<file path="src/rtl/stkg_pkg.sv">
package stkg_pkg;

  // Which limit register a write goes to.
  typedef enum logic {
    LIM_UPPER = 1'b0,
    LIM_LOWER = 1'b1
  } lim_sel_e;

  // What the pointer logic decided to do in one cycle.
  typedef struct packed {
    logic acc_push;   // push accepted
    logic acc_pop;    // pop accepted
    logic pass;       // push and pop together: data bypass
    logic rej_push;   // push refused (full)
    logic rej_pop;    // pop refused (empty)
  } stk_op_t;

endpackage

</file>
<file path="src/rtl/stkg_ram.sv">
module stkg_ram #(
  parameter int DW = 16,
  parameter int AW = 4
) (
  input  logic          clk,
  input  logic          wr_en_i,
  input  logic [AW-1:0] wr_addr_i,
  input  logic [DW-1:0] wr_data_i,
  input  logic          rd_en_i,
  input  logic [AW-1:0] rd_addr_i,
  output logic [DW-1:0] rd_data_o
);
  localparam int DEPTH = 1 << AW;

  logic [DW-1:0] mem [DEPTH];

  always_ff @(posedge clk) begin
    if (wr_en_i) mem[wr_addr_i] <= wr_data_i;
  end

  // Registered read: data appears one cycle after the request.
  always_ff @(posedge clk) begin
    if (rd_en_i) rd_data_o <= mem[rd_addr_i];
  end
endmodule

</file>
<file path="src/rtl/stkg_ptr.sv">
module stkg_ptr
  import stkg_pkg::*;
#(
  parameter int AW = 4
) (
  input  logic          clk,
  input  logic          rst_n,
  input  logic          push_i,
  input  logic          pop_i,
  output stk_op_t       op_o,
  output logic [AW-1:0] sp_o,
  output logic [AW-1:0] sp_nxt_o,
  output logic          empty_o,
  output logic          full_o,
  output logic          ovf_err_o,
  output logic          unf_err_o
);
  localparam int DEPTH = 1 << AW;
  localparam int CW    = AW + 1;

  logic [AW-1:0] sp_q;
  logic [CW-1:0] cnt_q, cnt_nxt;
  logic          empty, full;
  stk_op_t       op;

  assign empty = (cnt_q == '0);
  assign full  = (cnt_q == CW'(DEPTH));

  always_comb begin
    op.pass     = push_i & pop_i;
    op.acc_push = push_i & ~pop_i & ~full;
    op.acc_pop  = pop_i & ~push_i & ~empty;
    op.rej_push = push_i & ~pop_i & full;
    op.rej_pop  = pop_i & ~push_i & empty;
  end

  always_comb begin
    sp_nxt_o = sp_q;
    cnt_nxt  = cnt_q;
    if (op.acc_push) begin
      sp_nxt_o = sp_q - 1'b1;
      cnt_nxt  = cnt_q + 1'b1;
    end else if (op.acc_pop) begin
      sp_nxt_o = sp_q + 1'b1;
      cnt_nxt  = cnt_q - 1'b1;
    end
  end

  always_ff @(posedge clk or negedge rst_n) begin
    if (!rst_n) begin
      sp_q      <= '0;
      cnt_q     <= '0;
      ovf_err_o <= 1'b0;
      unf_err_o <= 1'b0;
    end else begin
      sp_q      <= sp_nxt_o;
      cnt_q     <= cnt_nxt;
      ovf_err_o <= op.rej_push;
      unf_err_o <= op.rej_pop;
    end
  end

  assign op_o    = op;
  assign sp_o    = sp_q;
  assign empty_o = empty;
  assign full_o  = full;
endmodule

</file>
<file path="src/rtl/stkg_lim.sv">
module stkg_lim
  import stkg_pkg::*;
#(
  parameter int AW = 4
) (
  input  logic          clk,
  input  logic          rst_n,
  input  logic          we_i,
  input  lim_sel_e      sel_i,
  input  logic [AW-1:0] data_i,
  input  logic          acc_push_i,
  input  logic          acc_pop_i,
  input  logic [AW-1:0] sp_nxt_i,
  output logic          hi_hit_o,
  output logic          lo_hit_o
);
  logic [AW-1:0] upper_q, lower_q;

  always_ff @(posedge clk or negedge rst_n) begin
    if (!rst_n) begin
      upper_q <= '0;
      lower_q <= '0;
    end else if (we_i) begin
      if (sel_i == LIM_LOWER) lower_q <= data_i;
      else                    upper_q <= data_i;
    end
  end

  // Compare the pointer the request leaves behind with the limit in force now.
  always_ff @(posedge clk or negedge rst_n) begin
    if (!rst_n) begin
      hi_hit_o <= 1'b0;
      lo_hit_o <= 1'b0;
    end else begin
      hi_hit_o <= acc_push_i & (sp_nxt_i == upper_q);
      lo_hit_o <= acc_pop_i  & (sp_nxt_i == lower_q);
    end
  end
endmodule

</file>
<file path="src/rtl/stack_guard.sv">
module stack_guard
  import stkg_pkg::*;
#(
  parameter int DW = 16,
  parameter int AW = 4
) (
  input  logic          clk,
  input  logic          rst_n,
  input  logic          push_i,
  input  logic [DW-1:0] push_data_i,
  input  logic          pop_i,
  output logic [DW-1:0] pop_data_o,
  output logic          pop_valid_o,
  input  logic          lim_we_i,
  input  logic          lim_sel_i,
  input  logic [AW-1:0] lim_data_i,
  output logic [AW-1:0] sp_o,
  output logic          empty_o,
  output logic          full_o,
  output logic          ovf_err_o,
  output logic          unf_err_o,
  output logic          hi_hit_o,
  output logic          lo_hit_o
);
  stk_op_t       op;
  logic [AW-1:0] sp, sp_nxt;
  logic [DW-1:0] ram_q, byp_q;
  logic          byp_sel_q;

  stkg_ptr #(.AW(AW)) u_ptr (
    .clk       (clk),
    .rst_n     (rst_n),
    .push_i    (push_i),
    .pop_i     (pop_i),
    .op_o      (op),
    .sp_o      (sp),
    .sp_nxt_o  (sp_nxt),
    .empty_o   (empty_o),
    .full_o    (full_o),
    .ovf_err_o (ovf_err_o),
    .unf_err_o (unf_err_o)
  );

  // Push writes at the decremented pointer; pop reads at the current one.
  stkg_ram #(.DW(DW), .AW(AW)) u_ram (
    .clk       (clk),
    .wr_en_i   (op.acc_push),
    .wr_addr_i (sp_nxt),
    .wr_data_i (push_data_i),
    .rd_en_i   (op.acc_pop),
    .rd_addr_i (sp),
    .rd_data_o (ram_q)
  );

  stkg_lim #(.AW(AW)) u_lim (
    .clk        (clk),
    .rst_n      (rst_n),
    .we_i       (lim_we_i),
    .sel_i      (lim_sel_e'(lim_sel_i)),
    .data_i     (lim_data_i),
    .acc_push_i (op.acc_push),
    .acc_pop_i  (op.acc_pop),
    .sp_nxt_i   (sp_nxt),
    .hi_hit_o   (hi_hit_o),
    .lo_hit_o   (lo_hit_o)
  );

  // Simultaneous push and pop: the pushed word goes straight to the read side.
  always_ff @(posedge clk) begin
    if (op.pass) byp_q <= push_data_i;
  end

  always_ff @(posedge clk or negedge rst_n) begin
    if (!rst_n) begin
      pop_valid_o <= 1'b0;
      byp_sel_q   <= 1'b0;
    end else begin
      pop_valid_o <= op.acc_pop | op.pass;
      byp_sel_q   <= op.pass;
    end
  end

  assign pop_data_o = byp_sel_q ? byp_q : ram_q;
  assign sp_o       = sp;
endmodule

</file>
<file path="config.mk">
export PLATFORM = sky130hd
export DESIGN_NAME = stack_guard
export DESIGN_NICKNAME = d
export VERILOG_FILES = /design/src/rtl/stkg_pkg.sv /design/src/rtl/stkg_ram.sv /design/src/rtl/stkg_ptr.sv /design/src/rtl/stkg_lim.sv /design/src/rtl/stack_guard.sv
export SDC_FILE = /design/constraint.sdc
export NUM_CORES = 1
export LEC_CHECK = 0
export BUFFER_PORTS_ARGS = -buffer_cell sky130_fd_sc_hd__buf_2
export CORE_UTILIZATION = 45
export CTS_BUF_LIST = sky130_fd_sc_hd__clkbuf_8
export CTS_CLUSTER_SIZE = 30
export DETAILED_ROUTE_END_ITERATION = 8
export GPL_TIMING_DRIVEN = 1
export PLACE_DENSITY_LB_ADDON = 0.08
export SLEW_MARGIN = 20
export SYNTH_ARGS = -nofsm -noshare
export SYNTH_HDL_FRONTEND = slang
export SYNTH_SLANG_ARGS = --single-unit
</file>
<file path="constraint.sdc">
create_clock -name clk -period 10.9 [get_ports clk]
set_input_delay 1.09 -clock clk [delete_from_list [all_inputs] [get_ports clk]]
set_output_delay 1.09 -clock clk [all_outputs]
set_load 0.005 [all_outputs]
</file>
Word level (Yosys, flattened, before mapping)
Memories as Yosys holds them, arrays and structs flattened. A register that Yosys moved wholly into a read port is not among the register bits.
Cells that the tools add are included.
Widths: inputs -> output; s select.
{"block": "op_classes", "add_sub_neg": 4, "eq_ne": 3, "muxes": 7, "bitwise": 15, "n_reduce_logical": 4}
{"operator": "$mux 16", "n": 1}
{"operator": "$mux 5", "n": 2}
{"operator": "$and 1x1->1", "n": 9}
{"operator": "$eq 4x4->1", "n": 2}
{"operator": "$mux 4", "n": 2}
{"operator": "$add 5x1->5 const B", "n": 1}
{"operator": "$eq 5x5->1 const B", "n": 1}
{"operator": "$logic_not 5->1", "n": 1}
{"operator": "$not 1->1", "n": 5}
{"operator": "$sub 5x1->5 const B", "n": 1}
{"operator": "$add 4x1->4 const B", "n": 1}
{"operator": "$reduce_and 2->1", "n": 2}
{"operator": "$sub 4x1->4 const B", "n": 1}
{"operator": "$mux 1", "n": 2}
{"operator": "$reduce_bool 2->1", "n": 1}
{"operator": "$or 1x1->1", "n": 1}
{"block": "totals", "register_bits": 39, "ramBits": 256, "inputBits": 26, "out_inout_bits": 27, "wordCells": 45, "memories": 1}
{"name": "u_ram.mem", "words": 16, "word_bits": 16, "rd": 1, "rd_ports_with_merged_regs": 1, "wr": 1, "line_no": "stkg_ram.sv:15", "source": "logic [DW-1:0] mem [DEPTH];"}

Logic depth before layout (Yosys ltp)
Gate-level depths: netlist of run 1.
{"block": "logic_depth", "depth_word": 7, "mapped_depth": 9}

Modules after synthesis
Synthesis of run 1 repeated with hierarchy kept, for this count alone.
{"block": "hier_totals", "cells_unflattened": 563, "hier_area_um2": 12124.1}
{"module": "stkg_ram", "instances": 1, "cells_each": 432, "area_each_um2": 10203.5}
{"module": "stack_guard", "instances": 1, "cells_each": 37, "area_each_um2": 785.8}
{"module": "stkg_ptr", "instances": 1, "cells_each": 59, "area_each_um2": 671.9}
{"module": "stkg_lim", "instances": 1, "cells_each": 35, "area_each_um2": 462.9}

Worst setup path after synthesis of run 1
Ideal clock, no wire load.
{"block": "synth_timing", "path_type": "in2reg", "from": "input push_i", "to": "memory u_ram.mem[2][0] (enable)", "setup_ns": 0.409, "arrival_time_ns": 3.831, "t_required_ns": 10.491, "slack_ns": 6.660, "path_stages": 6, "cell_sequence": "nand2b_1 a21oi_2 nor2_2 xnor2_1 inv_1 nor3_1"}
{"element": "from (decl)", "line_no": "stack_guard.sv:9", "source": "input logic push_i,"}
{"element": "to (decl)", "line_no": "stkg_ram.sv:15"}

==> results of run 1 <==
## final timing paths
kind	start	endpoint	cells past startpoint
worst max-delay path	push_i	u_ram.mem[8][10]	9
worst min-delay path	rst_n	u_ptr.cnt_q[1]	1
worst max register to register	u_ptr.sp_o[0]	u_ram.mem[9][7]	7
worst min register to register	u_lim.lower_q[1]	u_lim.lower_q[1]	1
max in group asynchronous	rst_n	u_ptr.sp_o[0]	1
min in group clk	u_lim.lower_q[1]	u_lim.lower_q[1]	1
## sequential cells by signal, indices dropped and copies added, names as in the netlist
| signal | cells |
|---|---|
| byp_q | 16 |
| byp_sel_q | 1 |
| pop_valid_o | 1 |
| u_lim.hi_hit_o | 1 |
| u_lim.lo_hit_o | 1 |
| u_lim.lower_q | 4 |
| u_lim.upper_q | 4 |
| u_ptr.cnt_q | 5 |
| u_ptr.ovf_err_o | 1 |
| u_ptr.sp_o | 4 |
| u_ptr.unf_err_o | 1 |
| u_ram.mem | 256 |
| u_ram.rd_data_o | 16 |
## stage by stage
stage / instance area, um2 / worst slack, ps / instances
after floorplan: 12100 / 6660 / 542
after global placement: 12900 / 6580 / 923
after detailed placement: 12900 / 6490 / 923
after CTS: 13800 / 6860 / 1015
after global routing: 13800 / 6810 / 1015
final: 13800 / 7050 / 1015
## cell families after synthesis
group | count (synthesis)
muxes | 106
buffers and inverters | 31
DFF | 311
xor gates and xnor gates | 18
AOI/OAI and AO/OA | 20
and+or+nand+nor | 50
adders and majority gates | 6
## layout make-up
cell class / instances / area, um2
Fill cell: 2088 / 12400
Sequential cell: 311 / 9230
Multi-Input combinational cell: 200 / 2850
Clock buffer: 52 / 716
Tap cell: 335 / 419
Timing Repair Buffer: 68 / 380
Clock inverter: 40 / 174
Inverter: 9 / 33.8
## cell usage in the layout (no fill, tap or decap), types with 5 or more instances in the layout
cell,n
a21oi_1,6
buf_2,52
buf_4,16
clkbuf_8,52
clkinv_1,10
clkinv_2,9
dfrtp_1,21
edfxtp_1,288
ha_1,5
inv_1,27
mux2_2,25
mux4_2,80
nand2_1,9
nand3_1,5
nor2_1,6
nor2_4,6
nor3_2,10
xnor2_1,12
xor2_1,5
## metal layers
layer  up-vias  GRT usage
met5         -          0
met1      3081      0.271
li1       2454          -
met3        54     0.0400
met4         0     0.0638
met2       168      0.305
## worst reg2reg max path: stages, from the launching register on
cell and delay (ps):
dfrtp_4 860, inv_1 290, ha_1 400, a211oi_1 60, a31oi_2 640, nand2_1 230
nor3_2 650, buf_4 370
## power groups by stage
stage | Clock [mW] | Combinational, mW | Sequential, mW
6_report | 0.888 | 0.858 | 1.54
5_1_grt | 0.969 | 0.923 | 1.56
4_1_cts | 0.913 | 0.871 | 1.55
3_5_place_dp | 0 | 0.869 | 1.57
3_3_place_gp | 0 | 0.848 | 1.57
2_1_floorplan | 0 | 0.656 | 1.51
==> flow_summary.yaml, run 1 <==
run_status:
  status: "finished, violations left"
  violations: "design-rule violations"
setup_path:
  regToRegSetupSlack_ps: 7090
  worst_ep_arrival_time_ps: 4100
  cpMaxStageDelayCell: "nor3_2"
  worstSetupPathType: "input port to flip-flop"
  max_stage_delay_ps: 690
  critPathTopFamily: "buffers and inverters"
  critPathBufInv: 4
  setup.worst_path.end_class: "flip-flop"
  crit_chain: "buf_2 > nand2b_1 > a21oi_2 > buf_4 > nor2_2 > xnor2_1 > inv_1 > nor3_2 > buf_4"
  critPathMaxFanout: 22
  start_kind: "input port"
  path_common_cell: "buf_4"
  required_ps: 11160
synth:
  synth-adder-area-share: 0.00682
  synth-seq-cells: 311
  syn-mean-instance-area_um2: 22.3
  synth_compound_area_frac: 0.0113
  synth_common_cells: "288 x edfxtp_1, 80 x mux4_2, 25 x mux2_2"
  yosysSeqAreaShare: 0.762
  yosys.area.top_type: "edfxtp_1"
  synth_top_flop_cell: "edfxtp_1"
  yosysWarnings: 0
  synth-xor-area-share: 0.0146
  synthMuxAreaShare: 0.173
  synth.top_cell.area_share: 0.714
  synth_area_um2: 12100
  yosysMostFrequentCell: "edfxtp_1"
  synth_top_family_by_area: "multiplexers"
  synth-simple-area-share: 0.0217
  synth_cells: 542
  synth_top_cells_by_area: "edfxtp_1 71%, mux4_2 15%, dfrtp_1 4.8%, mux2_2 2.3%, xnor2_1 0.87%"
  synth_fp_nets: 574
  ys_types: 39
  synth-async-reset-ratio: 0.0740
  synth_edf_count: 288
layout:
  diodes: 0
  drive_above_1_share: 0.388
  fin_util: 0.527
  syn2layout_area_growth_pct: 14.0
  num-nets-final: 673
sta:
  holdWs_ps: 504
  slew_violations: 0
  timing.fmax_ghz: 0.260
  setup_tns_ps: 0
  fin_crit_ps: 3850
  rsz0062_at_grt: "no"
  skew_ps: 12.0
  worstMarginPinSlew_ps: 1110
  finalHoldViolations: 0
  setup_viol: 0
  finalCritPeriodShare: 0.353
  slew_headroom: 0.257
routing:
  wl_met3_mm: 1.24
  via_per_inst: 5.67
  drc: 8
  via_count: 5757
  wl_met2_mm: 12.5
  drt_wl_total_mm: 25.6
  drt_iter0_drc: 412
  wl_met1_mm: 11.3
  drt-wirelength-per-cell_um: 25.2
  topRoutingLayerUsed: "met4"
  drtPass1Iterations: 7
  final_antenna_net_count: 0
global_route:
  grt_usage: 0.193
  grt_max_degree: 58
  grt_pass1_wl_mm: 38.8
  grt_pass1_vias: 6152
  antenna_found_initial: 0
  overflow: 0
clocking:
  h-tree-depth: 2
  cts_buffers: 51
  path_clk_slew_ps: 60
  cts_hold_buf: 0
  ctsResizeCount: 0
  clk_latency_ps: 570
  cts_buffer_depth: 3
  root_buffer: "clkbuf_8"
  cts_tree: "done"
  post_cts_buffers: 0
  cts.sinks: 311
die:
  die-area_um2: 27600
  ios: 53
  die_w_um: 166
  rows: 59
  core_area_um2: 26200
  die_y_um: 166
  initial_utilization: 0.462
run:
  maxCapViolations: 0
pwr:
  p_sw_frac: 0.295
  p_seq_frac: 0.469
  ir_drop_v: 0.000111
  pwr-share-clk: 0.270
  report.power.total_mw: 3.29
  p_comb_frac: 0.261
  leakagePower_nw: 4.58
  cellPowerDensity_nw_per_um2: 238
  switching_power_mw: 0.971
  internal_power_mw: 2.32
placed_design:
  io_buffers: 52
  dp_hpwl_mm: 14.2
  gp_congestion: 0.752
min_path:
  hold_path.class: "input port to async pin"
(Power assumes the default switching activity.)
==> run 2, diff against run 1 <==
--- a/config.mk
+++ b/config.mk
@@ -5,6 +5,7 @@
 export SDC_FILE = /design/constraint.sdc
 export NUM_CORES = 1
 export LEC_CHECK = 0
+export ABC_AREA = 1
 export BUFFER_PORTS_ARGS = -buffer_cell sky130_fd_sc_hd__buf_2
 export CORE_UTILIZATION = 45
 export CTS_BUF_LIST = sky130_fd_sc_hd__clkbuf_8
==> constraint.sdc (replaced) <==
create_clock -name clk -period 3.3 [get_ports clk]
set_input_delay 0.33 -clock clk [delete_from_list [all_inputs] [get_ports clk]]
set_output_delay 0.33 -clock clk [all_outputs]
set_load 0.005 [all_outputs]
==> flow_summary.yaml, run 2 <==
run_status:
  status: "complete, no violations"
synth:
  ys_types: 36
  synth.top_cell.area_share: 0.690
  synth_cells: 957
  synth_top_cells_by_area: "edfxtp_1 69%, o21ai_0 5.9%, nor2_1 5.8%, dfrtp_1 4.6%, o211ai_1 2.1%"
  synth_common_cells: "288 x edfxtp_1, 193 x nor2_1, 149 x o21ai_0"
  syn-mean-instance-area_um2: 13.1
  yosysSeqAreaShare: 0.735
  yosysMostFrequentCell: "edfxtp_1"
  synth_top_flop_cell: "edfxtp_1"
  synth_area_um2: 12500
  yosys.area.top_type: "edfxtp_1"
  synth_edf_count: 288
  synth-async-reset-ratio: 0.0740
  synth_fp_nets: 989
  yosysWarnings: 0
  synth-seq-cells: 311
clocking:
  cts_buffers: 52
  root_buffer: "clkbuf_8"
  h-tree-depth: 2
  path_clk_slew_ps: 60
  ctsResizeCount: 0
  cts_buffer_depth: 3
  cts.sinks: 311
  clk_latency_ps: 570
  cts_tree: "done"
sta:
  layout_setup_ws_ps: 548
  setup_tns_ps: 0
  slew_headroom: 0.275
  slew_violations: 0
  rsz0062_at_grt: "no"
  setup_viol: 0
  fin_crit_ps: 2750
  finalHoldViolations: 0
  skew_ps: 21.2
  timing.fmax_ghz: 0.363
  worstMarginPinSlew_ps: 1090
  finalCritPeriodShare: 0.834
pwr:
  p_comb_frac: 0.314
  cellPowerDensity_nw_per_um2: 808
  p_sw_frac: 0.362
  switching_power_mw: 4.18
  p_seq_frac: 0.425
  ir_drop_v: 0.000709
  internal_power_mw: 7.38
  leakagePower_nw: 5.02
  pwr-share-clk: 0.261
setup_path:
  required_ps: 3570
  worstSetupPathType: "flip-flop to flip-flop"
  critPathMaxFanout: 47
  start_kind: "flip-flop"
  worst_ep_arrival_time_ps: 3020
  setup.worst_path.end_class: "flip-flop"
die:
  die-area_um2: 28500
  ios: 53
  die_w_um: 169
  rows: 60
  die_y_um: 169
  core_area_um2: 27200
  initial_utilization: 0.462
placed_design:
  gp_congestion: 0.795
  dp_hpwl_mm: 18.0
  dp_slack_ps: 538
  io_buffers: 52
routing:
  drt-wirelength-per-cell_um: 21.5
  drt_wl_total_mm: 31.5
  via_count: 7746
  wl_met2_mm: 14.8
  final_antenna_net_count: 0
  drtPass1Iterations: 5
  via_per_inst: 5.30
  drt_iter0_drc: 687
  drc: 0
  wl_met1_mm: 14.4
  topRoutingLayerUsed: "met4"
  wl_met3_mm: 1.64
global_route:
  grt_pass1_vias: 7659
  grt_usage: 0.225
  antenna_found_initial: 0
  grt_pass1_wl_mm: 47.0
  overflow: 0
  grt_max_degree: 76
layout:
  drive_above_1_share: 0.195
  diodes: 0
  regMostFlops: "u_ram.mem"
  num-nets-final: 1080
  final_common_cell: "edfxtp_1"
  top_regs: "u_ram.mem: 256 flops, byp_q: 16 flops, u_ram.rd_data_o: 16 flops"
  syn2layout_area_growth_pct: 14.1
  final_cell_mix: "288 x edfxtp_1, 181 x nor2_1, 149 x o21ai_0, 55 x clkbuf_8, 52 x buf_2"
  largest_register_ff_count: 256
min_path:
  hold_path.class: "input port to flip-flop"
run:
  maxCapViolations: 0
run 2: cell types whose count changed after synthesis, sizes merged, moves of 21 or more:
cell	change
nor2	+185
o21ai	+152
mux4	-80
nand2	+43
o211ai	+35
o22ai	+30
a21oi	+21
run 2: worst max-delay path: stages (launching register included):
cell and delay (ps):
dfrtp_2 430, inv_2 70, buf_4 440, nand3_1 140, nand3_1 160, nand2_1 80, nand2_2 90, nand2_4 80
inv_4 110, nand3_2 140, nor2_2 410, buf_4 290
run 2: logic make-up after synthesis:
group                    synth area share
AO/OA/AOI/OAI                       0.111
XOR/XNOR                          0.00549
adder cells (fa/ha/maj)           0.00658
buffers and inverters              0.0296
flip-flops                          0.735
multiplexers                       0.0153
AND/OR/NAND/NOR                    0.0962
run 2: area by class of cell:
type	count	area (um2)
Clock buffer	55	757
Multi-Input combinational cell	561	3000
Inverter	30	116
Sequential cell	311	9230
Timing Repair Buffer	92	583
Clock inverter	40	164
Tap cell	372	465
Fill cell	2388	12900
run 2: what timing repair did:
action	CTS	global route
buffers inserted	0	0
hold buffers	4	0
hold endpoints to repair	27	0
run 2: final timing paths:
check                           slack (ps)           endpoint        startpoint  depth (start not counted)
max in group asynchronous             2590      u_ptr.sp_o[0]             rst_n                          2
worst min register to register         520   u_lim.upper_q[0]  u_lim.upper_q[0]                          2
worst min-delay path                    40   u_lim.upper_q[3]     lim_data_i[3]                          3
worst max-delay path                   550  u_ram.mem[11][14]     u_ptr.sp_o[1]                         11
worst max register to register         550  u_ram.mem[11][14]     u_ptr.sp_o[1]                         11
min in group asynchronous              290   u_lim.upper_q[2]             rst_n                          2
run 2: power by group through the flow:
stage	Clock [mW]	Combinational [mW]	Sequential (mW)
floorplan	0	2.52	4.92
global placement	0	3.63	4.99
detailed placement	0	3.65	4.99
CTS	3.10	3.67	4.92
global route	3.27	4.02	4.94
finish	3.02	3.64	4.91
run 2: through the flow:
stage / instance area (um2) / utilization / total power [mW] / instances / hold slack (ps)
final: 14300 / 0.527 / 11.6 / 1461 / 44.0
after global routing: 14300 / 0.527 / 12.2 / 1461 / 26.3
after CTS: 14300 / 0.527 / 11.7 / 1461 / 3.24
after detailed placement: 13400 / 0.491 / 8.64 / 1362 / 357
after global placement: 13400 / 0.491 / 8.62 / 1362 / 354
after floorplan: 12500 / - / 7.43 / 957 / 34.4
run 2: per-layer routing:
metal,global-route usage,up-vias
met2,0.356,215
met4,0.0656,0
met5,0,-
met1,0.317,3801
met3,0.0449,46
li1,-,3684
==> run 3, diff against run 2 <==
==> constraint.sdc (replaced) <==
create_clock -name clk -period 2.6 [get_ports clk]
set_input_delay 0.26 -clock clk [delete_from_list [all_inputs] [get_ports clk]]
set_output_delay 0.26 -clock clk [all_outputs]
set_load 0.005 [all_outputs]
==> flow_summary.yaml, run 3 (synthesized netlist as in run 2, its figures left out) <==
run:
  maxCapViolations: 0
layout:
  final_common_cell: "edfxtp_1"
  drive_above_1_share: 0.191
  regMostFlops: "u_ram.mem"
  largest_register_ff_count: 256
  multi_input_comb_area_um2: 3000
  final_cell_mix: "288 x edfxtp_1, 181 x nor2_1, 149 x o21ai_0, 52 x buf_2, 51 x clkbuf_8"
  top_regs: "u_ram.mem: 256 flops, byp_q: 16 flops, u_ram.rd_data_o: 16 flops"
  seqCellArea_um2: 9230
  num-nets-final: 1079
  diodes: 0
  nFillCells: 2386
  syn2layout_area_growth_pct: 14.4
setup_path:
  worstSetupPathType: "flip-flop to flip-flop"
  worst_ep_arrival_time_ps: 2520
  required_ps: 2820
  critPathMaxFanout: 16
  start_kind: "flip-flop"
  setup.worst_path.end_class: "flip-flop"
clocking:
  cts_hold_buf: 7
  h-tree-depth: 2
  cts_buffer_depth: 3
  cts_tree: "done"
  cts.sinks: 311
  path_clk_slew_ps: 60
  clk_latency_ps: 580
  root_buffer: "clkbuf_8"
  ctsResizeCount: 0
  post_cts_buffers: 0
  cts_buffers: 48
sta:
  slew_headroom: 0.537
  worstMarginPinSlew_ps: 695
  finalCritPeriodShare: 0.882
  rsz0062_at_grt: "no"
  setup_viol: 0
  fin_crit_ps: 2290
  skew_ps: 43.4
  timing.fmax_ghz: 0.436
  holdWs_ps: 30.1
  finalHoldViolations: 0
  slew_violations: 0
die:
  core_area_um2: 27200
  die_w_um: 169
  die_y_um: 169
  ios: 53
  rows: 60
  die-area_um2: 28500
  initial_utilization: 0.462
pwr:
  report.power.total_mw: 14.7
  cellPowerDensity_nw_per_um2: 1020
  leakagePower_nw: 4.98
  ir_drop_v: 0.000699
routing:
  drtPass1Iterations: 6
  via_count: 7830
  final_antenna_net_count: 0
  drt-wirelength-per-cell_um: 21.4
  drt_wl_total_mm: 31.0
  drc: 0
  drt_iter0_drc: 691
  via_per_inst: 5.41
min_path:
  hold_path.class: "input port to flip-flop"
global_route:
  grt_pass1_wl_mm: 47.0
  overflow: 0
  grt_usage: 0.226
  antenna_found_initial: 0
  grt_max_degree: 130
  grt_pass1_vias: 7642
placed_design:
  io_buffers: 52
  gp_congestion: 0.792
  dp_hpwl_mm: 18.1
run_status:
  status: "complete, no violations"
[run 3: cell types whose count changed in the layout (fill, tap and decap cells not counted)]
| cell | previous run | this run |
|---|---|---|
| inv_1 | 48 | 41 |
| buf_4 | 35 | 29 |
| clkbuf_8 | 55 | 51 |
| clkinv_2 | 6 | 1 |
| dlygate4sd3_1 | 4 | 7 |
| bufinv_16 | 0 | 1 |
| clkinv_1 | 8 | 5 |
| clkinv_8 | 0 | 1 |
| buf_12 | 1 | 7 |
[run 3: path summary, 6_finish.rpt]
check	depth (start not counted)	to	slack, ps	from
worst min register to register	2	u_lim.lower_q[3]	530	u_lim.lower_q[3]
worst max register to register	8	u_ram.mem[10][1]	310	u_ptr.sp_o[0]
max in group asynchronous	2	u_ptr.sp_o[0]	1960	rst_n
worst max-delay path	8	u_ram.mem[10][1]	310	u_ptr.sp_o[0]
min in group asynchronous	2	u_ptr.sp_o[1]	220	rst_n
worst min-delay path	3	u_lim.upper_q[1]	30	lim_data_i[1]
[run 3: final cells by class]
class | count | area share
flip-flops and latches | 311 | 0.643
multi-input cells | 561 | 0.209
clock buffers | 51 | 0.0489
repair buffers | 95 | 0.0480
well taps | 372 | 0.0324
clock inverters | 27 | 0.0103
inverters | 30 | 0.00811
[run 3: report_power, final]
group          internal [mW]  switching, mW
logic                   1.50           3.27
registers               6.01          0.228
clock network           1.89           1.81
[run 3: routing by layer]
metal  share of wire  vias to the layer above  track usage  wire (um)
met3           0.054                       50       0.0346       1660
met2            0.45                      227        0.347      14000
met4           0.017                        0       0.0628        534
li1                -                     3670            -          -
met5               0                        -            0          0
met1            0.48                     3883        0.336      14800
[run 3: stage by stage]
| stage | std cells | setup WS [ps] | TNS (ps) | cell area (um2) | utilization |
|---|---|---|---|---|---|
| after floorplan | 957 | -467 | -14940 | 12600 | - |
| after global placement | 1362 | 326 | 0 | 13400 | 0.494 |
| after detailed placement | 1362 | 308 | 0 | 13400 | 0.494 |
| after CTS | 1447 | 282 | 0 | 14300 | 0.528 |
| after global routing | 1447 | 138 | 0 | 14300 | 0.528 |
| final | 1447 | 307 | 0 | 14300 | 0.528 |
[run 3: critical path, stage by stage, from the launching register on]
cell      delay (ps)
dfrtp_4          480
clkinv_2         120
ha_1             310
nand3_1          160
nand2_1          130
nor2_4           160
nand2_1          180
nor2_2           140
buf_4            270
